[config.mk]
export PLATFORM = sky130hd
export DESIGN_NAME = tpwm_top
export DESIGN_NICKNAME = d
export VERILOG_FILES = /design/src/rtl/tpwm_pkg.sv /design/src/rtl/tpwm_timebase.sv /design/src/rtl/tpwm_chan.sv /design/src/rtl/tpwm_alloc.sv /design/src/rtl/tpwm_top.sv
export SDC_FILE = /design/constraint.sdc
export NUM_CORES = 1
export LEC_CHECK = 0
export BUFFER_PORTS_ARGS = -buffer_cell sky130_fd_sc_hd__buf_2
export CAP_MARGIN = 10
export CORE_MARGIN = 2
export CORE_UTILIZATION = 36
export CTS_CLUSTER_SIZE = 8
export DETAILED_ROUTE_END_ITERATION = 10
export PLACE_DENSITY_LB_ADDON = 0.15
export SLEW_MARGIN = 10
export SYNTH_ARGS = -nofsm -noshare
export SYNTH_HDL_FRONTEND = slang
export SYNTH_SLANG_ARGS = --single-unit
[constraint.sdc]
create_clock -name clk_i -period 7.6 [get_ports clk_i]
set_input_delay 1.52 -clock clk_i [delete_from_list [all_inputs] [get_ports clk_i]]
set_output_delay 1.52 -clock clk_i [all_outputs]
set_load 0.01 [all_outputs]
[src/rtl/tpwm_pkg.sv]
package tpwm_pkg;
  typedef enum logic [1:0] {
    ST_OK       = 2'd0,
    ST_CONFLICT = 2'd1,
    ST_NOSLOT   = 2'd2
  } status_e;
endpackage

[src/rtl/tpwm_timebase.sv]
module tpwm_timebase #(
  parameter int CNT_W      = 16,
  parameter int PRESC_LOG2 = 0
) (
  input  logic             clk_i,
  input  logic             rst_ni,
  input  logic             start_i,
  input  logic             stop_i,
  input  logic [CNT_W-1:0] per_cmp_i,
  output logic [CNT_W-1:0] cnt_o,
  output logic             tick_o,
  output logic             per_hit_o,
  output logic             run_o
);
  logic             run_q;
  logic [CNT_W-1:0] cnt_q;
  logic             pre_done;

  generate
    if (PRESC_LOG2 == 0) begin : g_nopre
      assign pre_done = 1'b1;
    end else begin : g_pre
      logic [PRESC_LOG2-1:0] pre_q;
      always_ff @(posedge clk_i or negedge rst_ni) begin
        if (!rst_ni)      pre_q <= '0;
        else if (start_i) pre_q <= '0;
        else if (run_q)   pre_q <= pre_q + 1'b1;
      end
      assign pre_done = &pre_q;
    end
  endgenerate

  assign tick_o    = run_q & pre_done;
  assign per_hit_o = tick_o && (cnt_q == per_cmp_i);

  always_ff @(posedge clk_i or negedge rst_ni) begin
    if (!rst_ni) begin
      run_q <= 1'b0;
      cnt_q <= '0;
    end else if (start_i) begin
      run_q <= 1'b1;
      cnt_q <= '0;
    end else if (stop_i) begin
      run_q <= 1'b0;
    end else if (tick_o) begin
      cnt_q <= per_hit_o ? '0 : cnt_q + 1'b1;
    end
  end

  assign cnt_o = cnt_q;
  assign run_o = run_q;
endmodule

[src/rtl/tpwm_chan.sv]
module tpwm_chan #(
  parameter int CNT_W = 16
) (
  input  logic             clk_i,
  input  logic             rst_ni,
  input  logic             load_i,
  input  logic             clear_i,
  input  logic [CNT_W-1:0] cmp_i,
  input  logic [CNT_W-1:0] cnt_i,
  input  logic             tick_i,
  input  logic             per_hit_i,
  output logic             toggle_o
);
  logic             active_q;
  logic [CNT_W-1:0] cmp_q;

  always_ff @(posedge clk_i or negedge rst_ni) begin
    if (!rst_ni) begin
      active_q <= 1'b0;
      cmp_q    <= '0;
    end else if (load_i) begin
      active_q <= 1'b1;
      cmp_q    <= cmp_i;
    end else if (clear_i) begin
      active_q <= 1'b0;
    end
  end

  // reload or clear in flight masks the old toggle
  assign toggle_o = active_q & ~load_i & ~clear_i &
                    ((tick_i & (cnt_i == cmp_q)) ^ per_hit_i);
endmodule

[src/rtl/tpwm_alloc.sv]
module tpwm_alloc #(
  parameter int N_CH   = 3,
  parameter int PIN_W  = 4,
  parameter int REQ_W  = 20,
  parameter int SLOT_W = 2
) (
  input  logic [N_CH-1:0][PIN_W-1:0] slot_pin_i,
  input  logic [N_CH-1:0]            busy_i,
  input  logic [REQ_W-1:0]           run_period_i,
  input  logic [PIN_W-1:0]           req_pin_i,
  input  logic [REQ_W-1:0]           req_period_i,
  input  logic                       is_static_i,
  output logic [SLOT_W-1:0]          slot_o,
  output logic                       found_o,
  output logic                       conflict_o,
  output logic                       others_busy_o
);
  always_comb begin
    found_o = 1'b0;
    slot_o  = '0;
    for (int i = 0; i < N_CH; i++) begin
      if (!found_o && slot_pin_i[i] == req_pin_i) begin
        found_o = 1'b1;
        slot_o  = SLOT_W'(i);
      end
    end
    for (int i = N_CH - 1; i >= 0; i--) begin
      if (!found_o && !busy_i[i]) begin
        found_o = 1'b1;
        slot_o  = SLOT_W'(i);
      end
    end
    conflict_o = 1'b0;
    for (int i = 0; i < N_CH; i++) begin
      if (!is_static_i && busy_i[i] && slot_pin_i[i] != req_pin_i &&
          req_period_i != run_period_i)
        conflict_o = 1'b1;
    end
    others_busy_o = 1'b0;
    for (int i = 0; i < N_CH; i++) begin
      if (busy_i[i] && SLOT_W'(i) != slot_o) others_busy_o = 1'b1;
    end
  end
endmodule

[src/rtl/tpwm_top.sv]
module tpwm_top #(
  parameter int N_CH       = 3,
  parameter int PIN_W      = 4,
  parameter int REQ_W      = 20,
  parameter int CNT_W      = 16,
  parameter int PRESC_LOG2 = 0
) (
  input  logic                  clk_i,
  input  logic                  rst_ni,
  input  logic                  req_valid_i,
  output logic                  req_ready_o,
  input  logic [PIN_W-1:0]      req_pin_i,
  input  logic [REQ_W-1:0]      req_period_i,
  input  logic [REQ_W-1:0]      req_pulse_i,
  output logic                  rsp_valid_o,
  output logic [1:0]            rsp_status_o,
  output logic [(1<<PIN_W)-1:0] pin_o
);
  import tpwm_pkg::*;

  localparam int N_PIN  = 1 << PIN_W;
  localparam int SLOT_W = (N_CH > 1) ? $clog2(N_CH) : 1;
  localparam int SH_W   = $clog2(REQ_W + 1);

  logic [N_CH-1:0][PIN_W-1:0] slot_pin_q;
  logic [N_CH-1:0][REQ_W-1:0] slot_pulse_q;
  logic [N_CH-1:0]            busy;
  logic [REQ_W-1:0]           run_period_q;
  logic [CNT_W-1:0]           per_cmp_q;
  logic [N_PIN-1:0]           pin_q, pin_d;
  logic                       rsp_valid_q;
  status_e                    rsp_status_q;

  logic              acc, is_static, found, conflict, others_busy;
  logic              ok_tog, ok_stat;
  logic [SLOT_W-1:0] slot_sel;
  logic [SH_W-1:0]   sh;
  logic [CNT_W-1:0]  per_sc, pulse_sc, cnt;
  logic              tick, per_hit, run;
  logic [N_CH-1:0]   tog;

  assign req_ready_o = ~rsp_valid_q;
  assign acc         = req_valid_i & req_ready_o;
  assign is_static   = (req_pulse_i == '0) || (req_pulse_i == req_period_i);
  assign ok_tog      = acc & found & ~conflict & ~is_static;
  assign ok_stat     = acc & found & ~conflict & is_static;

  for (genvar i = 0; i < N_CH; i++) begin : g_busy
    assign busy[i] = |slot_pulse_q[i];
  end

  // smallest shift that brings the period into the counter width
  always_comb begin
    logic fnd;
    fnd = 1'b0;
    sh  = '0;
    for (int s = 0; s <= REQ_W; s++) begin
      if (!fnd && ((req_period_i >> s) >> CNT_W) == '0) begin
        fnd = 1'b1;
        sh  = SH_W'(s);
      end
    end
  end
  assign per_sc   = CNT_W'(req_period_i >> sh);
  assign pulse_sc = CNT_W'(req_pulse_i >> sh);

  tpwm_alloc #(.N_CH(N_CH), .PIN_W(PIN_W), .REQ_W(REQ_W), .SLOT_W(SLOT_W)) u_alloc (
    .slot_pin_i   (slot_pin_q),
    .busy_i       (busy),
    .run_period_i (run_period_q),
    .req_pin_i    (req_pin_i),
    .req_period_i (req_period_i),
    .is_static_i  (is_static),
    .slot_o       (slot_sel),
    .found_o      (found),
    .conflict_o   (conflict),
    .others_busy_o(others_busy)
  );

  tpwm_timebase #(.CNT_W(CNT_W), .PRESC_LOG2(PRESC_LOG2)) u_tb (
    .clk_i    (clk_i),
    .rst_ni   (rst_ni),
    .start_i  (ok_tog),
    .stop_i   (ok_stat & ~others_busy),
    .per_cmp_i(per_cmp_q),
    .cnt_o    (cnt),
    .tick_o   (tick),
    .per_hit_o(per_hit),
    .run_o    (run)
  );

  for (genvar i = 0; i < N_CH; i++) begin : g_ch
    tpwm_chan #(.CNT_W(CNT_W)) u_ch (
      .clk_i    (clk_i),
      .rst_ni   (rst_ni),
      .load_i   (ok_tog && slot_sel == SLOT_W'(i)),
      .clear_i  (ok_stat && slot_sel == SLOT_W'(i)),
      .cmp_i    (pulse_sc),
      .cnt_i    (cnt),
      .tick_i   (tick),
      .per_hit_i(per_hit),
      .toggle_o (tog[i])
    );
  end

  always_ff @(posedge clk_i or negedge rst_ni) begin
    if (!rst_ni) begin
      slot_pin_q   <= '0;
      slot_pulse_q <= '0;
      run_period_q <= '0;
      per_cmp_q    <= '0;
    end else begin
      for (int i = 0; i < N_CH; i++) begin
        if (slot_sel == SLOT_W'(i)) begin
          if (ok_tog) begin
            slot_pin_q[i]   <= req_pin_i;
            slot_pulse_q[i] <= req_pulse_i;
          end else if (ok_stat) begin
            slot_pulse_q[i] <= '0;
          end
        end
      end
      if (ok_tog) begin
        run_period_q <= req_period_i;
        per_cmp_q    <= per_sc;
      end
    end
  end

  always_comb begin
    pin_d = pin_q;
    for (int c = 0; c < N_CH; c++)
      if (tog[c]) pin_d[slot_pin_q[c]] = ~pin_d[slot_pin_q[c]];
    if (ok_tog)       pin_d[req_pin_i] = 1'b1;
    else if (ok_stat) pin_d[req_pin_i] = |req_pulse_i;
  end

  always_ff @(posedge clk_i or negedge rst_ni) begin
    if (!rst_ni) begin
      pin_q        <= '0;
      rsp_valid_q  <= 1'b0;
      rsp_status_q <= ST_OK;
    end else begin
      pin_q       <= pin_d;
      rsp_valid_q <= acc;
      if (acc) rsp_status_q <= conflict ? ST_CONFLICT : (found ? ST_OK : ST_NOSLOT);
    end
  end

  assign pin_o        = pin_q;
  assign rsp_valid_o  = rsp_valid_q;
  assign rsp_status_o = rsp_status_q;
endmodule

==> results of run 1 <==
-- logic make-up (layout without fill, tap and decap cells) --
family                   count (synthesis)  in the layout
multiplexers                            78             78
AO/OA/AOI/OAI                          313            313
flip-flops                             195            195
adder cells (fa/ha/maj)                  2              2
XOR/XNOR                               136            136
AND/OR/NAND/NOR                        533            533
buffers and inverters                  134            132
-- routing by layer --
metal | vias up | global-route usage, %
met3 | 35 | 3.07
met2 | 349 | 33.9
met5 | - | 0
met4 | 0 | 5.71
li1 | 4860 | -
met1 | 5013 | 33.1
-- power by group through the flow --
stage          Clock, mW  Combinational (mW)  Sequential [mW]
2_1_floorplan          0                1.07             1.54
4_1_cts            0.941                1.35             1.68
3_5_place_dp           0                1.35             1.70
6_report           0.916                1.36             1.69
3_3_place_gp           0                1.35             1.70
5_1_grt            0.983                1.51             1.73
-- area by class of cell --
| type | count | area (um^2) | share of cell area [%] |
|---|---|---|---|
| clock buffers | 20 | 467 | 3.54 |
| clock inverters | 12 | 116 | 0.884 |
| flip-flops and latches | 195 | 4880 | 37.1 |
| inverters | 18 | 67.6 | 0.513 |
| repair buffers | 82 | 459 | 3.49 |
| well taps | 442 | 553 | 4.20 |
| multi-input cells | 1062 | 6630 | 50.3 |
-- worst min-delay path: cells and delay by family (launching register included) --
kind,cells,cell delay [ps]
AO/OA/AOI/OAI,1,60
flip-flops,1,340
AND/OR/NAND/NOR,1,40
-- worst paths after layout --
path / slack, ps / start / to
max: 2410 / req_pin_i[3] / pin_o[12]
min: 490 / slot_pulse_q[6] / slot_pulse_q[6]
max reg2reg: 3050 / slot_pin_q[0] / pin_o[12]
min reg2reg: 490 / slot_pulse_q[6] / slot_pulse_q[6]
max in group asynchronous: 5180 / rst_ni / pin_o[10]
min in group asynchronous: 1070 / rst_ni / run_period_q[9]
-- per-stage QoR --
step                setup WS, ps  util [%]  std cells
finish                      2410      40.3       1831
global placement            2080      38.5       1799
detailed placement          2030      38.5       1799
global route                2070      40.3       1831
floorplan                   3030         -       1391
CTS                         2510      40.3       1831
-- cell usage after synthesis (all sizes together) (2+ instances only) --
cell type  number
nand2         226
dfrtp         195
o21ai         126
clkbuf        103
nor2           94
xnor2          77
a21oi          73
xor2           59
nand3          43
mux2i          41
nor4           41
mux2           26
a31oi          25
and3           23
nand2b         23
a22o           20
nand4          20
nor3           20
inv            17
buf            13
mux4           11
a311oi         10
and2           10
nor2b          10
or3             9
a211oi          6
a31o            6
o31ai           6
o211ai          5
a21o            4
a311o           3
o21a            3
o22a            3
a211o           2
and4            2
nand3b          2
nor3b           2
nor4b           2
o21bai          2
o22ai           2
o41a            2
or2             2
or4b            2
-- state kept, by name, summed over array words and instances (netlist names) --
name / count
rsp_valid_o: 1
slot_pin_q: 12
per_cmp_q: 16
run_period_q: 20
pin_o: 16
u_tb.cnt_o: 16
slot_pulse_q: 60
rsp_status_o: 2
g_ch.u_ch.active_q: 3
g_ch.u_ch.cmp_q: 48
u_tb.run_o: 1
==> flow_metrics.tcl, run 1 <==
set metrics [dict create \
    status "completed" \
    path_delay_family "compound AO/OA/AOI/OAI gates" \
    slowest_stage "nor4_1" \
    design_area_um2 13200 \
    synthAdderAreaFrac_pct 0.188 \
    maxCapViolCount 0 \
    pin_count 67 \
    p_switching_mw 1.58 \
    gp_congestion 0.942 \
    end_kind "flip-flop" \
    cp-start-kind "input port" \
    drive_above_1_share_pct 12.5 \
    layout_common_cells "225 x nand2_1, 195 x dfrtp_1, 120 x o21ai_0" \
    ys_seq_elements 195 \
    crit_fanout 19 \
    worst_path_largest_cell_delay_ps 620 \
    tightestPinTransition_ps 1010 \
    antenna_left 0 \
    synthArstFlopShare_pct 100 \
    synth_seq_area_share_pct 40.6 \
    hpwlAfterDp_mm 27.9 \
    ys_top_cells_by_area "dfrtp_1 41%, nand2_1 7.1%, xnor2_1 5.6%, o21ai_0 5.0%, xor2_1 4.3%" \
    fillCellCount 3358 \
    antenna_found_initial 0 \
    cts_htree_levels 4 \
    ff2ff_path_depth 13 \
    clock.fmax_mhz 193 \
    clk_latency_ps 450 \
    met3WireLength_mm 2.09 \
    place_area_um2 12600 \
    seqPwrFrac_pct 42.6 \
    final.period_utilization_pct 68.3 \
    cts_tree "done" \
    core_um2 32700 \
    synth_top_flop_cell "dfrtp_1" \
    clk_path_buf_depth 2 \
    synthToLayoutAreaGrowth_pct 9.67 \
    vdd_drop_max_uv 162 \
    ys_warn_count 0 \
    drt_iter0_markers 873 \
    grt_pass1_vias 9739 \
    grt_overflow_total 0 \
    cp.depth 14 \
    hp-class "flip-flop to flip-flop" \
    finalSetupViolations 0 \
    critPathKind "input port to flip-flop" \
    fin_hold_ws_ps 486 \
    drcViolationCount 0 \
    timing.final.hold_violations 0 \
    grt_max_degree 70 \
    hold_depth 2 \
    nets 1424 \
    pwr-share-comb_pct 34.3 \
    relSlewSlack_pct 32.1 \
    grt_pass1_wl_mm 60.2 \
    io_buffers 66 \
    sw_frac_of_total_pct 39.9 \
    fin_skew_ps 13.9 \
    muxShareOfSynthArea_pct 7.92 \
    post_drt_wl_per_cell_um 21.0 \
    yosysUniqueCellTypes 73 \
    synth_edf_count 0 \
    grt_setup_unrepaired "no" \
    rows 66 \
    setup_tns_ps 0 \
    post_synth.cell_area_avg_um2 8.63 \
    clk_pin_slew_worst_paths_ps 80 \
    die-area_um2 34800 \
    syn-num-nets 1439 \
    drt-met1-wl_mm 18.6 \
    required_ps 7930 \
    initial_utilization_pct 36.7 \
    path_buf_inv 2 \
    topRoutingLayerUsed "met4" \
    drv_slew 0 \
    crit_path_frequent_cell "a311oi_1" \
    grt_util_all_layers_pct 22.3 \
    power.share.clock_pct 23.1 \
    cts_inserted_buffers 17 \
    synth_xor_area_share_pct 9.92 \
    yosys.area.top_type "dfrtp_1" \
    clockRootBuffer "clkbuf_16" \
    ctsResizeCount 0 \
    viasPerCell 5.60 \
    synthSimpleGateAreaFrac_pct 20.9 \
    synth_compound_area_share_pct 16.1 \
    wl_met2_mm 17.1 \
    crit_arrival_ps 5530 \
    internal_power_mw 2.38 \
    crit_chain "buf_2 > xor2_1 > nor4_1 > o21bai_1 > nor2_1 > a311oi_1 > nor3_2 > buf_4 > and4_1 > nor3_1 > o211ai_2 > a311o_1 > a311oi_1 > o22ai_1" \
    hold_buffers 0 \
    finalPower_mw 3.96 \
    synth_top_cell_area_share_pct 40.6 \
    vias 10300 \
    power_density_nw_per_um2 301 \
    wl_mm 38.4 \
    synth_top_family_by_area "simple AND/OR/NAND/NOR gates" \
    cts_setup_buffers 0 \
    final_common_cell "nand2_1" \
    synth_area_um2 12000 \
    cts_num_sinks 195 \
    antenna_cells 0 \
    p_leak_nw 5.87 \
    syn_inst 1391 \
    fp.dieH_um 187 \
    first_pass_iters 5 \
    post-route-min-period_ps 5190 \
    die_w_um 187 \
]
No activity file was read; power rests on OpenSTA's default activity.
==> run 2: changes to the inputs <==
--- a/config.mk
+++ b/config.mk
@@ -5,6 +5,7 @@
 export SDC_FILE = /design/constraint.sdc
 export NUM_CORES = 1
 export LEC_CHECK = 0
+export ABC_AREA = 1
 export BUFFER_PORTS_ARGS = -buffer_cell sky130_fd_sc_hd__buf_2
 export CAP_MARGIN = 10
 export CORE_MARGIN = 2
==> constraint.sdc (replaced) <==
create_clock -name clk_i -period 4.6 [get_ports clk_i]
set_input_delay 0.92 -clock clk_i [delete_from_list [all_inputs] [get_ports clk_i]]
set_output_delay 0.92 -clock clk_i [all_outputs]
set_load 0.01 [all_outputs]
==> flow_metrics.tcl, run 2 <==
set metrics [dict create \
    ys_top_cells_by_area "dfrtp_1 39%, nand2_1 15%, o21ai_0 7.9%, nor2_1 5.5%, inv_1 4.9%" \
    synth_top_flop_cell "dfrtp_1" \
    synth_top_cell_area_share_pct 38.7 \
    hold_buffers 0 \
    die_w_um 191 \
    syn_inst 1809 \
    largest_reg_flops 60 \
    nets 1898 \
    fin_hold_ws_ps 489 \
    dpl.cell_count 2286 \
    vias 12100 \
    die-area_um2 36500 \
    final.period_utilization_pct 86.4 \
    synthArstFlopShare_pct 100 \
    ys_warn_count 0 \
    core_um2 34500 \
    initial_utilization_pct 36.5 \
    ys_seq_elements 195 \
    cts_htree_levels 4 \
    setup_tns_ps 0 \
    vdd_drop_max_uv 255 \
    top_register "slot_pulse_q" \
    relSlewSlack_pct 36.1 \
    grt_pass1_wl_mm 65.3 \
    path_buf_inv 3 \
    grt_pass1_vias 11400 \
    instances_no_fill 2318 \
    antenna_found_initial 0 \
    hp-class "flip-flop to flip-flop" \
    layout_common_cells "491 x nand2_1, 200 x o21ai_0, 195 x dfrtp_1" \
    gp_congestion 0.893 \
    worst_path_largest_cell_delay_ps 320 \
    yosysUniqueCellTypes 53 \
    pin_count 67 \
    synth_area_um2 12600 \
    synthToLayoutAreaGrowth_pct 11.4 \
    clk_path_buf_depth 2 \
    drcViolationCount 0 \
    viasPerCell 5.24 \
    fin_skew_ps 14.4 \
    clock.fmax_mhz 251 \
    syn-num-nets 1857 \
    post-route-min-period_ps 3980 \
    end_kind "flip-flop" \
    cts_tree "done" \
    fp.dieH_um 191 \
    path_delay_family "simple AND/OR/NAND/NOR gates" \
    yosys.area.top_type "dfrtp_1" \
    clockRootBuffer "clkbuf_16" \
    wl_mm 41.6 \
    tightestPinTransition_ps 958 \
    final_common_cell "nand2_1" \
    antenna_left 0 \
    status "completed" \
    p_leak_nw 6.47 \
    finalSetupViolations 0 \
    drt_iter0_markers 1022 \
    grt_setup_unrepaired "no" \
    rows 68 \
    post_drt_wl_per_cell_um 18.0 \
    post_synth.cell_area_avg_um2 6.97 \
    grt_max_degree 111 \
    first_pass_iters 5 \
    synth_edf_count 0 \
    crit_path_frequent_cell "nand2_1" \
    crit_fanout 16 \
    slowest_stage "nor2_4" \
    antenna_cells 0 \
    grt_util_all_layers_pct 23.3 \
    synth_seq_area_share_pct 38.7 \
    hpwlAfterDp_mm 31.5 \
    clk_latency_ps 460 \
    clk_pin_slew_worst_paths_ps 80 \
    grt_overflow_total 0 \
    cts_num_sinks 195 \
    drv_slew 0 \
    ctsResizeCount 0 \
    yosysMostFrequentCell "nand2_1" \
    top_regs "slot_pulse_q x60, g_ch.u_ch.cmp_q x48, run_period_q x20" \
    required_ps 4950 \
    power_density_nw_per_um2 271 \
    cp-start-kind "input port" \
    maxCapViolCount 0 \
    critPathKind "input port to flip-flop" \
    ys_top_cells_by_count "494 x nand2_1, 200 x o21ai_0, 195 x dfrtp_1" \
    io_buffers 66 \
    crit_arrival_ps 4330 \
    cts_setup_buffers 0 \
    drive_above_1_share_pct 11.3 \
    timing.final.hold_violations 0 \
    cts_inserted_buffers 17 \
]
run 2: logic make-up after synthesis:
family / synth area share (%)
XOR/XNOR: 5.35
AND/OR/NAND/NOR: 29.8
AO/OA/AOI/OAI: 16.3
multiplexers: 0.427
flip-flops: 38.7
buffers and inverters: 9.33
adder cells (fa/ha/maj): 0.0992
run 2: report_power, final:
part	internal [mW]	switching (mW)	leakage, nW
Sequential	1.73	0.0373	2.35
Clock	0.792	0.770	0.296
Combinational	0.155	0.329	3.83
Total	2.68	1.14	6.47
run 2: per-stage QoR:
stage               utilization, %  setup WS [ps]  cell area (um^2)  power, mW
finish                        40.7            624             14100       3.81
global route                  40.7            202             14100       3.98
CTS                           40.7            644             14100       3.85
detailed placement            38.9            204             13400       2.29
global placement              38.9            280             13400       2.29
floorplan                        -            860             12600       2.08
run 2: area by class of cell:
class,instances,area (um^2)
Clock buffer,18,439
Clock inverter,14,165
Fill cell,3708,20500
Inverter,208,781
Multi-Input combinational cell,1324,6570
Sequential cell,195,4880
Tap cell,455,569
Timing Repair Buffer,104,649
run 2: worst paths after layout:
check / from / end / slack, ps / depth (start not counted)
min reg2reg: slot_pulse_q[30] / slot_pulse_q[30] / 490 / 2
max reg2reg: slot_pin_q[1] / pin_o[1] / 620 / 27
max in group asynchronous: rst_ni / run_period_q[7] / 3030 / 2
max: req_pin_i[3] / pin_o[1] / 620 / 26
min in group asynchronous: rst_ni / slot_pulse_q[6] / 580 / 1
min: slot_pulse_q[30] / slot_pulse_q[30] / 490 / 2
run 2: worst register-to-register path: stages (launching register included):
cell and delay [ps]:
dfrtp_1 480, nand2_1 260, inv_1 180, a22oi_1 220, nand2_1 70, nand2_1 60
nand2_1 90, nor2_4 330, nand3_1 130, nand2_1 90, nand4_1 140, nand3_1 140
nand2_1 60, nor2_1 110, nor2_1 80, nor2_4 320, nand3_1 160, nand3_1 100
nand2_1 50, nor2_1 100, nor2_1 60, nor2_2 130, nand2_2 70, buf_12 160
nand2_1 80, nand3_1 70, nand2_1 80, nand2_1 50
run 2: layer usage:
metal,wire (um),GRT usage (%),vias up
li1,-,-,5994
met1,19000,31.3,5783
met2,19900,39.2,310
met3,1780,2.75,52
met4,1040,7.31,0
met5,0,0,-
==> run 3: changes to the inputs <==
--- a/config.mk
+++ b/config.mk
@@ -5,7 +5,7 @@
 export SDC_FILE = /design/constraint.sdc
 export NUM_CORES = 1
 export LEC_CHECK = 0
-export ABC_AREA = 1
+export ABC_AREA = 0
 export BUFFER_PORTS_ARGS = -buffer_cell sky130_fd_sc_hd__buf_2
 export CAP_MARGIN = 10
 export CORE_MARGIN = 2
==> flow_metrics.tcl, run 3 (synthesized netlist as in run 1, its figures left out) <==
set metrics [dict create \
    top_regs "slot_pulse_q x60, g_ch.u_ch.cmp_q x48, run_period_q x20" \
    timing.final.hold_violations 0 \
    end_kind "flip-flop" \
    clk_pin_slew_worst_paths_ps 80 \
    clk_latency_ps 460 \
    synthToLayoutAreaGrowth_pct 13.2 \
    relSlewSlack_pct 43.0 \
    initial_utilization_pct 36.7 \
    first_pass_iters 6 \
    antenna_found_initial 1 \
    dpl.cell_count 1849 \
    grt_setup_unrepaired "no" \
    vdd_drop_max_uv 284 \
    clock.fmax_mhz 232 \
    fin_skew_ps 17.7 \
    place_area_um2 13000 \
    hpwlAfterDp_mm 27.7 \
    die-area_um2 34800 \
    required_ps 4930 \
    hold_buffers 0 \
    maxCapViolCount 0 \
    die_w_um 187 \
    finalSetupViolations 0 \
    drv_slew 0 \
    fillCellCount 3396 \
    status "completed" \
    vias 10400 \
    grt_pass1_vias 10200 \
    cts_num_sinks 195 \
    design_area_um2 13600 \
    critPathKind "flip-flop to flip-flop" \
    final_common_cell "nand2_1" \
    drive_above_1_share_pct 15.5 \
    post_drt_wl_per_cell_um 20.2 \
    gp_congestion 0.903 \
    viasPerCell 5.54 \
    rows 66 \
    top_register "slot_pulse_q" \
    cp-start-kind "flip-flop" \
    layout_common_cells "225 x nand2_1, 195 x dfrtp_1, 120 x o21ai_0" \
    pin_count 67 \
    final.period_utilization_pct 93.7 \
    fp.dieH_um 187 \
    grt_pass1_wl_mm 60.4 \
    grt_util_all_layers_pct 22.3 \
    crit_fanout 10 \
    io_buffers 66 \
    grt_max_degree 82 \
    clk_path_buf_depth 2 \
    grt_overflow_total 0 \
    post-route-min-period_ps 4310 \
    ctsResizeCount 0 \
    wl_mm 38.1 \
    core_um2 32700 \
    cts_inserted_buffers 17 \
    tightestPinTransition_ps 849 \
    setup_tns_ps 0 \
    largest_reg_flops 60 \
    drt_iter0_markers 772 \
    drcViolationCount 0 \
    cts_htree_levels 4 \
    cts_tree "done" \
    power_density_nw_per_um2 489 \
    instances_no_fill 1882 \
    antenna_left 0 \
    clockRootBuffer "clkbuf_16" \
    hp-class "flip-flop to flip-flop" \
    p_leak_nw 6.15 \
    cts_setup_buffers 0 \
    nets 1474 \
    crit_arrival_ps 4640 \
]
[run 3: changes by cell type in the layout (fill, tap and decap cells not counted), moves of 46 or more]
cell	previous run	this run
nand2_1	491	225
a21oi_1	24	73
nand3_1	107	43
inv_1	166	17
o22ai_1	48	2
nor2_1	182	90
o21ai_0	200	120
[run 3: critical path, stage by stage (launching register included)]
cell and delay [ps]:
dfrtp_1 540, xnor2_1 280, nand2_1 80, nor4b_1 660, o211ai_2 340, a21bo_1 280, nor3_2 510, a31oi_1 180
nor3_1 210, buf_4 160, o211ai_2 100, a311o_1 440, a311oi_1 280, o22ai_1 110
[run 3: per-stage QoR]
| stage | hold WS (ps) | setup WS, ps | total power, mW | util [%] |
|---|---|---|---|---|
| finish | 482 | 290 | 6.65 | 41.6 |
| global route | 498 | 22.8 | 7.11 | 41.6 |
| CTS | 486 | 306 | 6.67 | 41.6 |
| detailed placement | 466 | 39.2 | 5.12 | 39.7 |
| global placement | 463 | 37.0 | 5.09 | 39.7 |
| floorplan | 450 | 629 | 4.31 | - |
[run 3: power breakdown]
group	switching, mW	internal (mW)	total (mW)	leakage [nW]
sequential	0.433	2.23	2.66	2.57
combinational	1.40	1.04	2.43	3.29
clock	0.811	0.740	1.55	0.294
[run 3: final cells by class]
class	count	area [um^2]	share of cell area, %
diodes	1	2.50	0.0184
repair buffers	132	860	6.32
flip-flops and latches	195	4880	35.9
clock inverters	15	181	1.33
inverters	18	67.6	0.497
well taps	442	553	4.07
clock buffers	17	425	3.13
multi-input cells	1062	6630	48.7
[run 3: final timing paths]
| path | startpoint | to | slack, ps | cells past startpoint |
|---|---|---|---|---|
| min in group asynchronous | rst_ni | run_period_q[5] | 520 | 1 |
| worst min register to register | rsp_status_o[0] | rsp_status_o[0] | 480 | 2 |
| max in group asynchronous | rst_ni | slot_pulse_q[17] | 3220 | 2 |
| worst min-delay path | rsp_status_o[0] | rsp_status_o[0] | 480 | 2 |
| worst max register to register | u_tb.cnt_o[13] | pin_o[12] | 290 | 13 |
| worst max-delay path | u_tb.cnt_o[13] | pin_o[12] | 290 | 13 |
[run 3: per-layer routing]
| layer | part of all wire (%) | GRT usage [%] |
|---|---|---|
| met5 | 0 | 0 |
| met3 | 5.0 | 3.03 |
| met1 | 48 | 32.0 |
| met4 | 2.2 | 7.23 |
| met2 | 45 | 34.5 |
